File: src/rtl/smb_pkg.sv
package smb_pkg;
  typedef enum logic [2:0] {
    PH_IDLE,
    PH_ADDR,
    PH_CMD,
    PH_WCNT,
    PH_WDATA,
    PH_TX,
    PH_IGNORE
  } smb_phase_e;
endpackage

File: src/rtl/smb_line_sync.sv
module smb_line_sync #(
  parameter int SYNC_STAGES = 2
) (
  input  logic clk,
  input  logic rst,
  input  logic scl_i,
  input  logic sda_i,
  output logic sda_s,
  output logic scl_rise,
  output logic scl_fall,
  output logic start_det,
  output logic stop_det
);
  logic [SYNC_STAGES-1:0] scl_sr, sda_sr;
  logic scl_d, sda_d, scl_s;

  always_ff @(posedge clk) begin
    if (rst) begin
      scl_sr <= '1;
      sda_sr <= '1;
      scl_d  <= 1'b1;
      sda_d  <= 1'b1;
    end else begin
      scl_sr <= {scl_sr[SYNC_STAGES-2:0], scl_i};
      sda_sr <= {sda_sr[SYNC_STAGES-2:0], sda_i};
      scl_d  <= scl_s;
      sda_d  <= sda_s;
    end
  end

  assign scl_s     = scl_sr[SYNC_STAGES-1];
  assign sda_s     = sda_sr[SYNC_STAGES-1];
  assign scl_rise  = scl_s & ~scl_d;
  assign scl_fall  = ~scl_s & scl_d;
  assign start_det = scl_s & scl_d & sda_d & ~sda_s;
  assign stop_det  = scl_s & scl_d & ~sda_d & sda_s;
endmodule

File: src/rtl/smb_reg_bank.sv
module smb_reg_bank #(
  parameter int NUM_REGS  = 8,
  parameter int PTR_W     = 8,
  parameter int RD_PORTS  = 2
) (
  input  logic                          clk,
  input  logic                          rst,
  input  logic                          wr_en,
  input  logic [PTR_W-1:0]              wr_addr,
  input  logic [7:0]                    wr_data,
  input  logic [RD_PORTS-1:0][PTR_W-1:0] rd_addr,
  output logic [RD_PORTS-1:0][7:0]      rd_data
);
  localparam int IDX_W = (NUM_REGS > 1) ? $clog2(NUM_REGS) : 1;
  localparam logic [PTR_W-1:0] LIMIT = PTR_W'(NUM_REGS);

  logic [7:0] mem [NUM_REGS];

  always_ff @(posedge clk) begin
    if (rst) begin
      for (int i = 0; i < NUM_REGS; i++) mem[i] <= 8'h00;
    end else if (wr_en && (wr_addr < LIMIT)) begin
      mem[wr_addr[IDX_W-1:0]] <= wr_data;
    end
  end

  for (genvar p = 0; p < RD_PORTS; p++) begin : g_rd
    always_ff @(posedge clk) begin
      if (rst)                    rd_data[p] <= 8'h00;
      else if (rd_addr[p] < LIMIT) rd_data[p] <= mem[rd_addr[p][IDX_W-1:0]];
      else                        rd_data[p] <= 8'h00;
    end
  end
endmodule

File: src/rtl/smb_proto_fsm.sv
module smb_proto_fsm
  import smb_pkg::*;
#(
  parameter logic [6:0] SLAVE_ADDR = 7'h69,
  parameter int         NUM_REGS   = 8,
  parameter int         PTR_W      = 8
) (
  input  logic             clk,
  input  logic             rst,
  input  logic             sda_s,
  input  logic             scl_rise,
  input  logic             scl_fall,
  input  logic             start_det,
  input  logic             stop_det,
  input  logic [7:0]       rd_data,
  output logic [PTR_W-1:0] rd_addr,
  output logic             sda_oe,
  output logic             wr_en,
  output logic [PTR_W-1:0] wr_addr,
  output logic [7:0]       wr_data
);
  localparam logic [PTR_W-1:0] LIMIT   = PTR_W'(NUM_REGS);
  localparam logic [7:0]       CNT_VAL = 8'(NUM_REGS);

  smb_phase_e       phase_q;
  logic [3:0]       bit_cnt_q;
  logic [6:0]       rx_q;
  logic [7:0]       tx_sh_q;
  logic             ack_pend_q, blk_q, tx_cnt_q;
  logic [PTR_W-1:0] ptr_q;
  logic [7:0]       rx_next, tx_load;

  assign rx_next = {rx_q, sda_s};
  assign tx_load = tx_cnt_q ? CNT_VAL : rd_data;
  assign rd_addr = ptr_q;

  always_ff @(posedge clk) begin
    if (rst) begin
      phase_q <= PH_IDLE;  bit_cnt_q <= '0; rx_q <= '0; tx_sh_q <= '0;
      ack_pend_q <= 1'b0;  blk_q <= 1'b0;  tx_cnt_q <= 1'b0; ptr_q <= '0;
      sda_oe <= 1'b0; wr_en <= 1'b0; wr_addr <= '0; wr_data <= '0;
    end else begin
      wr_en <= 1'b0;
      if (start_det) begin
        phase_q <= PH_ADDR; bit_cnt_q <= '0; ack_pend_q <= 1'b0; sda_oe <= 1'b0;
      end else if (stop_det) begin
        phase_q <= PH_IDLE; bit_cnt_q <= '0; ack_pend_q <= 1'b0; sda_oe <= 1'b0;
      end else if (phase_q != PH_IDLE) begin
        if (scl_rise) begin
          if (bit_cnt_q != 4'd8) begin
            rx_q      <= rx_next[6:0];
            bit_cnt_q <= bit_cnt_q + 4'd1;
            if (bit_cnt_q == 4'd7) begin
              ack_pend_q <= 1'b0;
              case (phase_q)
                PH_ADDR: begin
                  if (rx_next[7:1] == SLAVE_ADDR) begin
                    ack_pend_q <= 1'b1;
                    if (rx_next[0]) begin
                      phase_q  <= PH_TX;
                      tx_cnt_q <= blk_q;
                    end else begin
                      phase_q <= PH_CMD;
                    end
                  end else begin
                    phase_q <= PH_IGNORE;
                  end
                end
                PH_CMD: begin
                  ack_pend_q <= 1'b1;
                  blk_q      <= ~rx_next[7];
                  ptr_q      <= rx_next[7] ? PTR_W'(rx_next[6:0]) : '0;
                  phase_q    <= rx_next[7] ? PH_WDATA : PH_WCNT;
                end
                PH_WCNT: begin
                  ack_pend_q <= 1'b1;
                  phase_q    <= PH_WDATA;
                end
                PH_WDATA: begin
                  ack_pend_q <= 1'b1;
                  ptr_q      <= ptr_q + 1'b1;
                  if (ptr_q < LIMIT) begin
                    wr_en   <= 1'b1;
                    wr_addr <= ptr_q;
                    wr_data <= rx_next;
                  end
                end
                default: ;
              endcase
            end
          end else begin
            bit_cnt_q  <= '0;
            ack_pend_q <= 1'b0;
            if (phase_q == PH_TX && !ack_pend_q) begin
              if (sda_s)         phase_q  <= PH_IGNORE;
              else if (tx_cnt_q) tx_cnt_q <= 1'b0;
              else               ptr_q    <= ptr_q + 1'b1;
            end
          end
        end else if (scl_fall) begin
          if (bit_cnt_q == 4'd8) begin
            sda_oe <= ack_pend_q;
          end else if (phase_q == PH_TX) begin
            if (bit_cnt_q == 4'd0) begin
              sda_oe  <= ~tx_load[7];
              tx_sh_q <= {tx_load[6:0], 1'b0};
            end else begin
              sda_oe  <= ~tx_sh_q[7];
              tx_sh_q <= {tx_sh_q[6:0], 1'b0};
            end
          end else begin
            sda_oe <= 1'b0;
          end
        end
      end
    end
  end


  wr_range_chk: assert property (@(posedge clk) disable iff (rst)
    wr_en |-> (wr_addr < LIMIT));


  ignore_quiet_chk: assert property (@(posedge clk) disable iff (rst)
    (phase_q == PH_IGNORE) |-> !sda_oe);


  start_release_chk: assert property (@(posedge clk) disable iff (rst)
    start_det |=> (!sda_oe && phase_q == PH_ADDR && bit_cnt_q == 4'd0));


  bit_cnt_bound_chk: assert property (@(posedge clk) disable iff (rst)
    bit_cnt_q <= 4'd8);


  write_on_edge_chk: assert property (@(posedge clk) disable iff (rst)
    wr_en |-> $past(scl_rise));
endmodule

File: src/rtl/smb_regfile_slave.sv
module smb_regfile_slave #(
  parameter logic [6:0] SLAVE_ADDR  = 7'h69,
  parameter int         NUM_REGS    = 8,
  parameter int         SYNC_STAGES = 2
) (
  input  logic       clk,
  input  logic       rst,
  input  logic       scl_i,
  input  logic       sda_i,
  output logic       sda_oe_o,
  input  logic [7:0] cfg_addr_i,
  output logic [7:0] cfg_data_o
);
  localparam int PTR_W = 8;

  logic             sda_s, scl_rise, scl_fall, start_det, stop_det;
  logic             wr_en;
  logic [PTR_W-1:0] wr_addr, bus_rd_addr;
  logic [7:0]       wr_data;
  logic [1:0][PTR_W-1:0] rd_addr;
  logic [1:0][7:0]       rd_data;

  assign rd_addr[0] = bus_rd_addr;
  assign rd_addr[1] = cfg_addr_i;
  assign cfg_data_o = rd_data[1];

  smb_line_sync #(.SYNC_STAGES(SYNC_STAGES)) u_sync (
    .clk(clk), .rst(rst), .scl_i(scl_i), .sda_i(sda_i), .sda_s(sda_s),
    .scl_rise(scl_rise), .scl_fall(scl_fall),
    .start_det(start_det), .stop_det(stop_det)
  );

  smb_proto_fsm #(.SLAVE_ADDR(SLAVE_ADDR), .NUM_REGS(NUM_REGS), .PTR_W(PTR_W)) u_fsm (
    .clk(clk), .rst(rst), .sda_s(sda_s), .scl_rise(scl_rise), .scl_fall(scl_fall),
    .start_det(start_det), .stop_det(stop_det), .rd_data(rd_data[0]),
    .rd_addr(bus_rd_addr), .sda_oe(sda_oe_o), .wr_en(wr_en),
    .wr_addr(wr_addr), .wr_data(wr_data)
  );

  smb_reg_bank #(.NUM_REGS(NUM_REGS), .PTR_W(PTR_W), .RD_PORTS(2)) u_bank (
    .clk(clk), .rst(rst), .wr_en(wr_en), .wr_addr(wr_addr), .wr_data(wr_data),
    .rd_addr(rd_addr), .rd_data(rd_data)
  );
endmodule

File: config.mk
export PLATFORM = sky130hd
export DESIGN_NAME = smb_regfile_slave
export DESIGN_NICKNAME = d
export VERILOG_FILES = /design/src/rtl/smb_pkg.sv /design/src/rtl/smb_line_sync.sv /design/src/rtl/smb_reg_bank.sv /design/src/rtl/smb_proto_fsm.sv /design/src/rtl/smb_regfile_slave.sv
export SDC_FILE = /design/constraint.sdc
export NUM_CORES = 1
export LEC_CHECK = 0
export BUFFER_PORTS_ARGS = -buffer_cell sky130_fd_sc_hd__buf_4
export CORE_MARGIN = 2
export CORE_UTILIZATION = 46
export CTS_BUF_LIST = sky130_fd_sc_hd__clkbuf_2 sky130_fd_sc_hd__clkbuf_4 sky130_fd_sc_hd__clkbuf_8
export DETAILED_ROUTE_END_ITERATION = 12
export SETUP_SLACK_MARGIN = 0.4
export SLEW_MARGIN = 0
export SYNTH_ARGS = -nofsm -noshare
export SYNTH_HDL_FRONTEND = slang
export SYNTH_SLANG_ARGS = --single-unit
export TNS_END_PERCENT = 50
File: constraint.sdc
create_clock -name clk -period 3.1 [get_ports clk]
set_clock_uncertainty 0.2 [all_clocks]
set_input_delay 0 -clock clk [delete_from_list [all_inputs] [get_ports clk]]
set_output_delay 0 -clock clk [all_outputs]
set_load 0.02 [all_outputs]
==> results.md <==
- Via density: 5.72
- 1st-iter DRT viols: 386
- RSZ-0062 raised after global routing: no
- CP Capture Type: register
- Mapped Area: roughly 6500 um2
- Hold/Removal Path Class: primary input to register
- Startpoint Class: primary input
- Ys flop type: dfxtp_1
- TritonCTS Sinks: 136
- WP data required: 3.23 ns
- Global-route wire length before repair: 24200 um
- Die area: 15000 um2
- Worst rel slew slack: between 40 and 50%
- Synth area leaders: edfxtp_1, dfxtp_1, mux4_2, and2_1, mux2i_1
- Hold Vio Cnt, Final: 0
- YS warnings: 0
- CTS H-Tree Depth: 4
- Area leader, netlist: edfxtp_1
- Cell Count, Final, Fillers Out: 779
- Gpl congestion: 0.849
- I/O pin cnt: 21
- FF+latch count, synth: 136
- Via count: 4457
- Setup-failing EPs final: 0
- First-pass DRT Iterations: 5
- Pins Over Slew Limit: 0
- Fin crit period: 2.56 ns
- WL/cell: 19.3 um
- GR Util All Layers: between 20% and 30%
- Antenna-violating nets left: 0
- Cells after DPL: around 740
- PD cells: just over 500 nW/um2
- Core ar.: 13800 um2
- Most frequent cell after synthesis: dfxtp_1
- Mean Syn Cell Area: 11.5 um2
- Chip width: 123 um
- Max Fclk: 390 MHz
- Placement Rows: 43
- Post-CTS Setup Bufs: 0
- Share of cells above drive strength 1: 19.0%
- Detailed Place HPWL: 10100 um
- Util after Layout: 52.5%
- Die Y: 123 um
- Filler cells: 1200
- Synth unique cells: 54
- Area delta synth->final: 12.2%
- Sequential share of the synthesized area: 52.0%
- CTS buffer count: 17
- Post-Syn Instances: 563
- Setup_tns: 0 ns
- Overflow after GRT: 0
- # nets final: 601
- Max Cap Viol: 0
- CTS tree: done
- Vias in the first global route: 4323
- Pleak: 2.53 nW
- Multi-input gate area: 2870 um2
- Syn nets: 578
- CP Max Fanout: between 40 and 50
- Post-synth top cells: dfxtp_1, and2_1, edfxtp_1, nor2_1, mux4_2
- Worst slew pin tran: 0.820 ns
- FF+latch area: 3360 um2
- Residual DRC: 0
- CTS max path bufs: 2
- Critical Path AT: roughly 2.7 ns
- Crit Path Category: primary input to register
- Clock Pin Slew Worst Setup and Hold Paths: 0.07 ns
- Inserted Diodes: 0
- Clk_lat worst skew: 0.44 ns
- CTS root buf: clkbuf_8
- Period utilization: between 80 and 90%
- Initial antenna violation count: 0
- Final WL: 15000 um
- Largest net degree at the start of global routing: 45
- Run status: finished clean
- IO buf count: 20
- Async SR Flop Fraction: 0%
- Synth top area share: around 30%
- Post-synth EDFFs: 64
- Max IR drop VDD: ~0.24 mV
- Hold_ws: 0.122 ns
- Initial core utilization: between 40% and 50%
==> logic make-up after synthesis <==
family          share of synthesized area, %
flops                                   52.0
simple gates                            20.3
mux                                     15.5
xor+xnor                               0.271
compound gates                          7.60
fa+ha+maj                              0.581
buf+inv                                 3.72
==> layout by cell type (no fill, tap or decap), types with 3 or more instances in the layout <==
| master | count |
|---|---|
| a21oi_1 | 24 |
| a311oi_1 | 8 |
| a31oi_1 | 4 |
| and2_1 | 65 |
| and3_1 | 9 |
| and3b_1 | 3 |
| buf_4 | 32 |
| bufinv_16 | 4 |
| clkbuf_4 | 3 |
| clkbuf_8 | 18 |
| clkinv_2 | 5 |
| dfxtp_1 | 72 |
| dlygate4sd3_1 | 12 |
| edfxtp_1 | 64 |
| ha_1 | 3 |
| inv_1 | 5 |
| mux2i_1 | 28 |
| mux4_2 | 32 |
| nand2_1 | 22 |
| nand2b_1 | 6 |
| nand3_1 | 11 |
| nand3b_1 | 3 |
| nand4_1 | 4 |
| nor2_1 | 64 |
| nor3_1 | 13 |
| nor3_2 | 3 |
| nor3b_1 | 3 |
| o21ai_0 | 29 |
| o21ai_1 | 7 |
| or2_2 | 7 |
| or4_1 | 3 |
==> layout make-up <==
cell class / count / area share, %
Clock buffer: 21 / 3.72
Clock inverter: 11 / 2.10
Inverter: 5 / 0.259
Multi-Input combinational cell: 382 / 39.5
Sequential cell: 136 / 46.3
Tap cell: 180 / 3.10
Timing Repair Buffer: 44 / 4.96
==> worst max-delay path, cell delays in order <==
cell and delay (ns):
dlygate4sd3_1 0.53, buf_4 0.41, nor2_1 0.10, nand2_1 0.21, dlygate4sd3_1 0.81, nor2_1 0.08
dlygate4sd3_1 0.55
==> flip-flops by register name, indices dropped and copies added, names as in the netlist <==
| register | count |
|---|---|
| u_bank.mem | 64 |
| u_fsm.phase_q | 3 |
| u_fsm.wr_data | 8 |
| u_fsm.tx_cnt_q | 1 |
| u_fsm.bit_cnt_q | 4 |
| u_sync.scl_sr | 2 |
| u_fsm.sda_oe | 1 |
| u_sync.sda_sr | 2 |
| u_sync.sda_d | 1 |
| u_fsm.rx_q | 7 |
| u_fsm.wr_addr | 8 |
| u_fsm.tx_sh_q | 7 |
| u_fsm.wr_en | 1 |
| u_fsm.ack_pend_q | 1 |
| u_fsm.blk_q | 1 |
| u_sync.scl_d | 1 |
| u_bank.rd_data | 16 |
| u_fsm.rd_addr | 8 |
==> layer usage <==
metal	vias to the layer above	GRT usage, %	routed length, um
li1	2104	-	-
met1	2218	30.9	6900
met2	118	33.9	7110
met3	17	5.07	783
met4	0	6.90	215
met5	-	0	0
==> power by group <==
group	switching (mW)	internal, mW	leakage, nW	total [mW]
Clock	0.653	0.912	0.222	1.56
Combinational	0.0968	0.0953	1.12	0.192
Sequential	0.0334	1.93	1.19	1.96
==> metrics by stage <==
step,setup WS (ns),total power [mW],cell area (um2)
3_3_place_gp,0.447,2.18,6710
6_report,0.537,3.72,7260
5_1_grt,0.433,3.86,7260
4_1_cts,0.580,3.75,7260
2_1_floorplan,0.971,2.12,6470
3_5_place_dp,0.366,2.19,6710
==> final timing paths <==
| path | from | to | slack (ns) | cells past startpoint |
|---|---|---|---|---|
| max | rst | u_bank.rd_data[9]$_SDFF_PP0_ | 0.54 | 7 |
| min | cfg_addr_i[0] | u_bank.rd_data[15]$_SDFF_PP0_ | 0.12 | 4 |
| max reg2reg | u_fsm.bit_cnt_q[0]$_SDFFE_PP0P_ | u_fsm.tx_sh_q[2]$_SDFFE_PP0P_ | 0.58 | 6 |
| min reg2reg | u_sync.sda_sr[0]$_SDFF_PP1_ | u_sync.sda_sr[1]$_SDFF_PP1_ | 0.21 | 1 |
==> timing repair <==
item | 4_1_cts | 5_1_grt
hold endpoints to repair | 47 | 0
endpoints found under the setup margin | 8 | 0
resized for setup | 1 | 0
hold buffers | 12 | 0
Power figures use the tool's default switching activity.
